File: src/rtl/muldiv8.sv
module muldiv8 #(
  parameter int W = 8
) (
  input  logic         clk,
  input  logic         rst_n,
  input  logic         start,
  input  logic         op_div,
  input  logic [W-1:0] a_in,
  input  logic [W-1:0] m_in,
  output logic         busy,
  output logic         done,
  output logic         wr_ab,
  output logic [W-1:0] res_a,
  output logic [W-1:0] res_b,
  output logic         zero,
  output logic         div_err
);
  localparam int CW = (W > 1) ? $clog2(W) : 1;
  localparam logic [CW-1:0] LAST = CW'(W - 1);

  logic         mode_div;
  logic [CW-1:0] step;
  logic [W-1:0] hi, lo, opm;

  logic [W:0]   msum;
  logic [W-1:0] mhi_n, mlo_n;
  logic [W:0]   rsh, rdif;
  logic         ge;
  logic [W-1:0] dhi_n, dlo_n;
  logic [W-1:0] hi_n, lo_n;

  assign msum  = {1'b0, hi} + (lo[0] ? {1'b0, opm} : '0);
  assign mhi_n = msum[W:1];
  assign mlo_n = {msum[0], lo[W-1:1]};

  assign rsh   = {hi, lo[W-1]};
  assign ge    = rsh >= {1'b0, opm};
  assign rdif  = rsh - {1'b0, opm};
  assign dhi_n = ge ? rdif[W-1:0] : rsh[W-1:0];
  assign dlo_n = {lo[W-2:0], ge};

  assign hi_n  = mode_div ? dhi_n : mhi_n;
  assign lo_n  = mode_div ? dlo_n : mlo_n;

  always_ff @(posedge clk) begin
    if (!rst_n) begin
      busy     <= 1'b0;
      done     <= 1'b0;
      wr_ab    <= 1'b0;
      res_a    <= '0;
      res_b    <= '0;
      zero     <= 1'b0;
      div_err  <= 1'b0;
      mode_div <= 1'b0;
      step     <= '0;
      hi       <= '0;
      lo       <= '0;
      opm      <= '0;
    end else begin
      done  <= 1'b0;
      wr_ab <= 1'b0;
      if (!busy) begin
        if (start) begin
          if (op_div && m_in == '0) begin
            done    <= 1'b1;
            div_err <= 1'b1;
          end else begin
            busy     <= 1'b1;
            mode_div <= op_div;
            opm      <= m_in;
            hi       <= '0;
            lo       <= a_in;
            step     <= '0;
          end
        end
      end else begin
        hi   <= hi_n;
        lo   <= lo_n;
        step <= step + 1'b1;
        if (step == LAST) begin
          busy    <= 1'b0;
          done    <= 1'b1;
          wr_ab   <= 1'b1;
          res_a   <= lo_n;
          res_b   <= hi_n;
          zero    <= (lo_n == '0) && (hi_n == '0);
          div_err <= 1'b0;
        end
      end
    end
  end
endmodule

File: config.mk
export PLATFORM = sky130hd
export DESIGN_NAME = muldiv8
export DESIGN_NICKNAME = d
export VERILOG_FILES = /design/src/rtl/muldiv8.sv
export SDC_FILE = /design/constraint.sdc
export NUM_CORES = 1
export LEC_CHECK = 0
export ABC_CLOCK_PERIOD_IN_PS = 6800
export BUFFER_PORTS_ARGS = -buffer_cell sky130_fd_sc_hd__buf_2
export CAP_MARGIN = 20
export CORE_MARGIN = 3
export CORE_UTILIZATION = 55
export DETAILED_ROUTE_END_ITERATION = 16
export PLACE_DENSITY = 0.83
export REMOVE_ABC_BUFFERS = 1
export SLEW_MARGIN = 20
export SYNTH_ARGS = -nofsm -noshare
export SYNTH_HDL_FRONTEND = slang
export SYNTH_SLANG_ARGS = --single-unit
File: constraint.sdc
create_clock -name clk -period 6.8 [get_ports clk]
set_input_delay 0.68 -clock clk [delete_from_list [all_inputs] [get_ports clk]]
set_output_delay 0.68 -clock clk [all_outputs]
set_load 0.005 [all_outputs]
==> impl_metrics.csv <==
group,metric,value,unit
cells_and_area,number_of_antenna_cells_inserted,0,
sta,slew_violations,0,
power_and_ir_drop,cell_internal_pwr,463,µW
sta,final_hold_viol_count,0,
worst_setup_path,reg2regPathDepth,11,
floorplanning,floorplan.die.width,79.1,µm
sta,finalSetupTns,0,ns
global_route,groute.layer.met2.usage,37.8,%
detailed_routing,via_count,2529,
clock_tree,tritoncts,"built",
global_route,gr-max-usage-layer,"met2",
global_route,grtUsageMet3,3.63,%
cells_and_area,final_core_utilization,66.1,%
global_route,grt_overflow_total,0,
synth,yosys_most_used_dff,"dfxtp_1",
detailed_routing,detail_route.drc_violations,0,
worst_setup_path,critical_path.n_buffers_inverters,1,
sta,worst-slew-pin-transition,0.981,ns
synth,synthMuxAreaShare,8.89,%
clock_tree,ctsRootBufferMaster,"clkbuf_8",
synth,synthSimpleGateAreaFrac,23.9,%
cells_and_area,sequential_cell_area,981,µm²
run,cap_violations,0,
power_and_ir_drop,netSwitchingFraction,28.3,%
min_path,hold_start,"div_err",
synth,xor_and_xnor_area_share_after_synthesis,1.49,%
worst_setup_path,reg2reg_setup_slack,4.06,ns
worst_setup_path,path_class,"reg -> reg",
power_and_ir_drop,p_comb_share,21.2,%
power_and_ir_drop,leakage_power,1.51,nW
placement,post_dp_cell_area,0.00316,mm²
synth,synthesis.area_per_instance,8.75,µm²
synth,synth_top_cells_by_area,"dfxtp_1 (33%), mux2i_1 (8.5%), ha_1 (7.7%), nand2_1 (5.2%), nor2b_1 (4.0%)",
worst_setup_path,worst_r2r_endpoint,"hi[6]",
worst_setup_path,critPathTopFamily,"compound AO/OA/AOI/OAI gates",
sta,timing.final.crit_share,40.3,%
worst_setup_path,worstPathCellList,"inv_1 -> ha_1 -> fa_1 -> or2b_2 -> a21oi_1 -> o21a_1 -> o21ai_0 -> a32o_1 -> mux2i_1 -> o21ai_0 -> and2_1",
floorplanning,die_area,0.00626,mm²
synth,synth_top_family_by_area,"simple AND/OR/NAND/NOR gates",
global_route,met1_usage,31.7,%
clock_tree,latest_clock_arrival_within_the_worst_skew_pair,0.30,ns
worst_setup_path,worstReg2RegStart,"lo[7]",
power_and_ir_drop,final_power,646,µW
min_path,whs_path_depth,2,
placement,detailed_place_hpwl,5190,µm
power_and_ir_drop,netSwitchingPower,183,µW
clock_tree,clock_input_transition_at_the_sequential_cells_of_the_worst_setup_and_hold_paths,0.09,ns
synth,yosys-top-cells-count,"dfxtp_1 (49), nand2_1 (41), mux2i_1 (25)",
worst_setup_path,critical-path-top-cell-by-count,"o21ai_0",
clock_tree,clock-sinks,49,
run_status,status,"finished clean",
sta,maximum_clock_frequency,0.365,GHz
cells_and_area,area.growth.synth_to_final,11.1,%
synth,yosysWarningCount,0,
cells_and_area,drive_gt1_share,18.3,%
worst_setup_path,critical_path.max_fanout,3,
worst_setup_path,worst_ep_required_time,6.99,ns
synth,synthAdderAreaFrac,9.02,%
synth,synth_cells,336,
cells_and_area,multi_input_area,0.00182,mm²
detailed_routing,firstDrtPassIters,4,
clock_tree,postCtsSetupRepairBufs,0,
synth,mappedNetlistArea,0.00294,mm²
synth,synthDominantCellAreaShare,33.4,%
cells_and_area,fillers,441,
power_and_ir_drop,clock_power_share,30.9,%
floorplanning,placementRows,25,
min_path,timing.hold.worst_endpoint,"div_err",
global_route,grt_pass1_vias,2404,
synth,synth.lib_cells_used.distinct,63,
global_route,grt_max_degree,33,
clock_tree,max-clock-path-buffers,2,
clock_tree,ctsResizeCount,0,
synth,synthDominantAreaCellType,"dfxtp_1",
global_route,grt_first_pass_wirelength,11600,µm
power_and_ir_drop,powerDensity,198,mW/mm²
clock_tree,cts-hold-fix-buffers,0,
detailed_routing,antenna_violating_nets_post_route,0,
global_route,grt_use_total,23.2,%
worst_setup_path,startpoint_type,"register",
sta,fin_skew,0.00721,ns
detailed_routing,first_iter_violations,222,
worst_setup_path,timing.critical_path.slowest_stage_cell,"fa_1",
power_and_ir_drop,seqPwrFrac,48.0,%
clock_tree,h-tree-depth,2,
floorplanning,floorplan.initialDensity,59.5,%
clock_tree,cts_made_buffers,5,
global_route,grt_antenna_before_repair,0,
floorplanning,pin_count,41,
placement,place.gp.congestion,0.897,
synth,synth_edf_count,0,
synth,seq_area_frac_synth,33.4,%
floorplanning,core-area,0.00494,mm²
cells_and_area,postLayoutCellArea,0.00327,mm²
power_and_ir_drop,max-vdd-ir-drop,0.000181,V
cells_and_area,nNetsFinal,411,
synth,async_reset_ff_share,0,%
min_path,min_path_type,"reg -> reg",
synth,synth.most_common_cell,"dfxtp_1",
detailed_routing,via_per_inst,5.77,
worst_setup_path,worstSetupEndpointType,"register",
worst_setup_path,critical_path.max_stage_delay,0.42,ns
placement,port_buffers,40,
detailed_routing,routed_wire_length_per_instance,15.7,µm
synth,compound_cell_area_share_of_the_yosys_netlist,18.4,%
sta,slew-limit-headroom,34.5,%
synth,ffs_latches_synth,49,
sta,setup-violations-final,0,
detailed_routing,drt-total-wl,6880,µm
worst_setup_path,cp_data_arrival_time,2.94,ns
floorplanning,fp.dieH,79.1,µm
sta,grt_setup_unrepaired,"false",
sta,finalWorstPathRequiredPeriod,2.74,ns
worst register-to-register path, stage by stage, from the launching register on:
cell     delay (ns)
dfxtp_1        0.33
inv_1          0.07
ha_1           0.26
fa_1           0.42
or2b_2         0.33
a21oi_1        0.21
o21a_1         0.15
o21ai_0        0.08
a32o_1         0.26
mux2i_1        0.23
o21ai_0        0.12
and2_1         0.18
worst max-delay path by stage:
stage,from,end,slack [ns],depth (start not counted)
2_1_floorplan,lo[0],zero,4.33,10
3_3_place_gp,m_in[1],hi[3],4.13,9
3_5_place_dp,m_in[1],hi[5],4.07,10
4_1_cts,lo[0],res_b[7],4.07,10
5_1_grt,lo[0],zero,3.89,10
6_report,lo[7],hi[6],4.06,11
power groups by stage:
| stage | registers, mW | clock network (mW) | logic [mW] |
|---|---|---|---|
| 6_report | 0.310 | 0.199 | 0.137 |
| 5_1_grt | 0.311 | 0.214 | 0.150 |
| 4_1_cts | 0.309 | 0.202 | 0.135 |
| 3_5_place_dp | 0.316 | 0 | 0.134 |
| 3_3_place_gp | 0.315 | 0 | 0.131 |
| 2_1_floorplan | 0.313 | 0 | 0.0982 |
metrics by stage:
step / setup WS [ns] / cells / hold slack [ns]
4_1_cts: 4.07 / 438 / 0.453
2_1_floorplan: 4.33 / 321 / 0.439
3_3_place_gp: 4.13 / 431 / 0.430
5_1_grt: 3.89 / 438 / 0.475
3_5_place_dp: 4.07 / 431 / 0.438
6_report: 4.06 / 438 / 0.450
area by class of cell:
type,instances,share of cell area [%]
multi-input cells,256,55.6
flip-flops and latches,49,30.0
inverters,16,1.84
clock buffers,5,2.11
well taps,67,2.57
repair buffers,43,6.82
clock inverters,2,1.07
sequential cells by signal, summed over array words and instances (netlist names):
register / count
opm: 8
mode_div: 1
hi: 8
lo: 8
div_err: 1
zero: 1
done: 1
step: 3
res_a: 8
busy: 1
wr_ab: 1
res_b: 8
routing by layer:
metal  vias to the layer above  part of all wire (%)
met4                         0                   1.5
met1                      1179                    44
met2                        81                    47
met5                         -                     0
li1                       1259                     -
met3                        10                   6.9
placed cells by master (no fill, tap or decap), types with 2 or more instances in the layout:
master    netlist  routed
fa_1            2       2
a21o_1          3       3
nand4b_1        2       2
buf_2           2      40
xor2_1          2       2
nor4_1          2       2
and2_1         13      13
a22oi_1         3       3
buf_4           0       3
o21a_1          5       5
nor2b_1        19      19
a21oi_1        13      13
a211oi_1        3       3
o21ai_0        23      23
nor3_1          6       6
and3_1          8       8
a22o_1          3       3
nand4_1         3       3
nor3b_1         5       5
xnor2_1         3       3
o211ai_1        2       2
dfxtp_1        49      49
clkbuf_8        1       5
or2b_2          2       2
nand3_1         6       6
nand2_1        41      41
ha_1           18      18
nor2_1         11      11
inv_1          16      16
or3_1           3       3
mux2i_1        25      25
kinds of logic after synthesis:
| group | count (synthesis) |
|---|---|
| XOR/XNOR | 5 |
| adder cells (fa/ha/maj) | 20 |
| AO/OA/AOI/OAI | 76 |
| AND/OR/NAND/NOR | 129 |
| multiplexers | 26 |
| flip-flops | 49 |
| buffers and inverters | 31 |
Note: power is estimated with default switching activity, not from simulation.
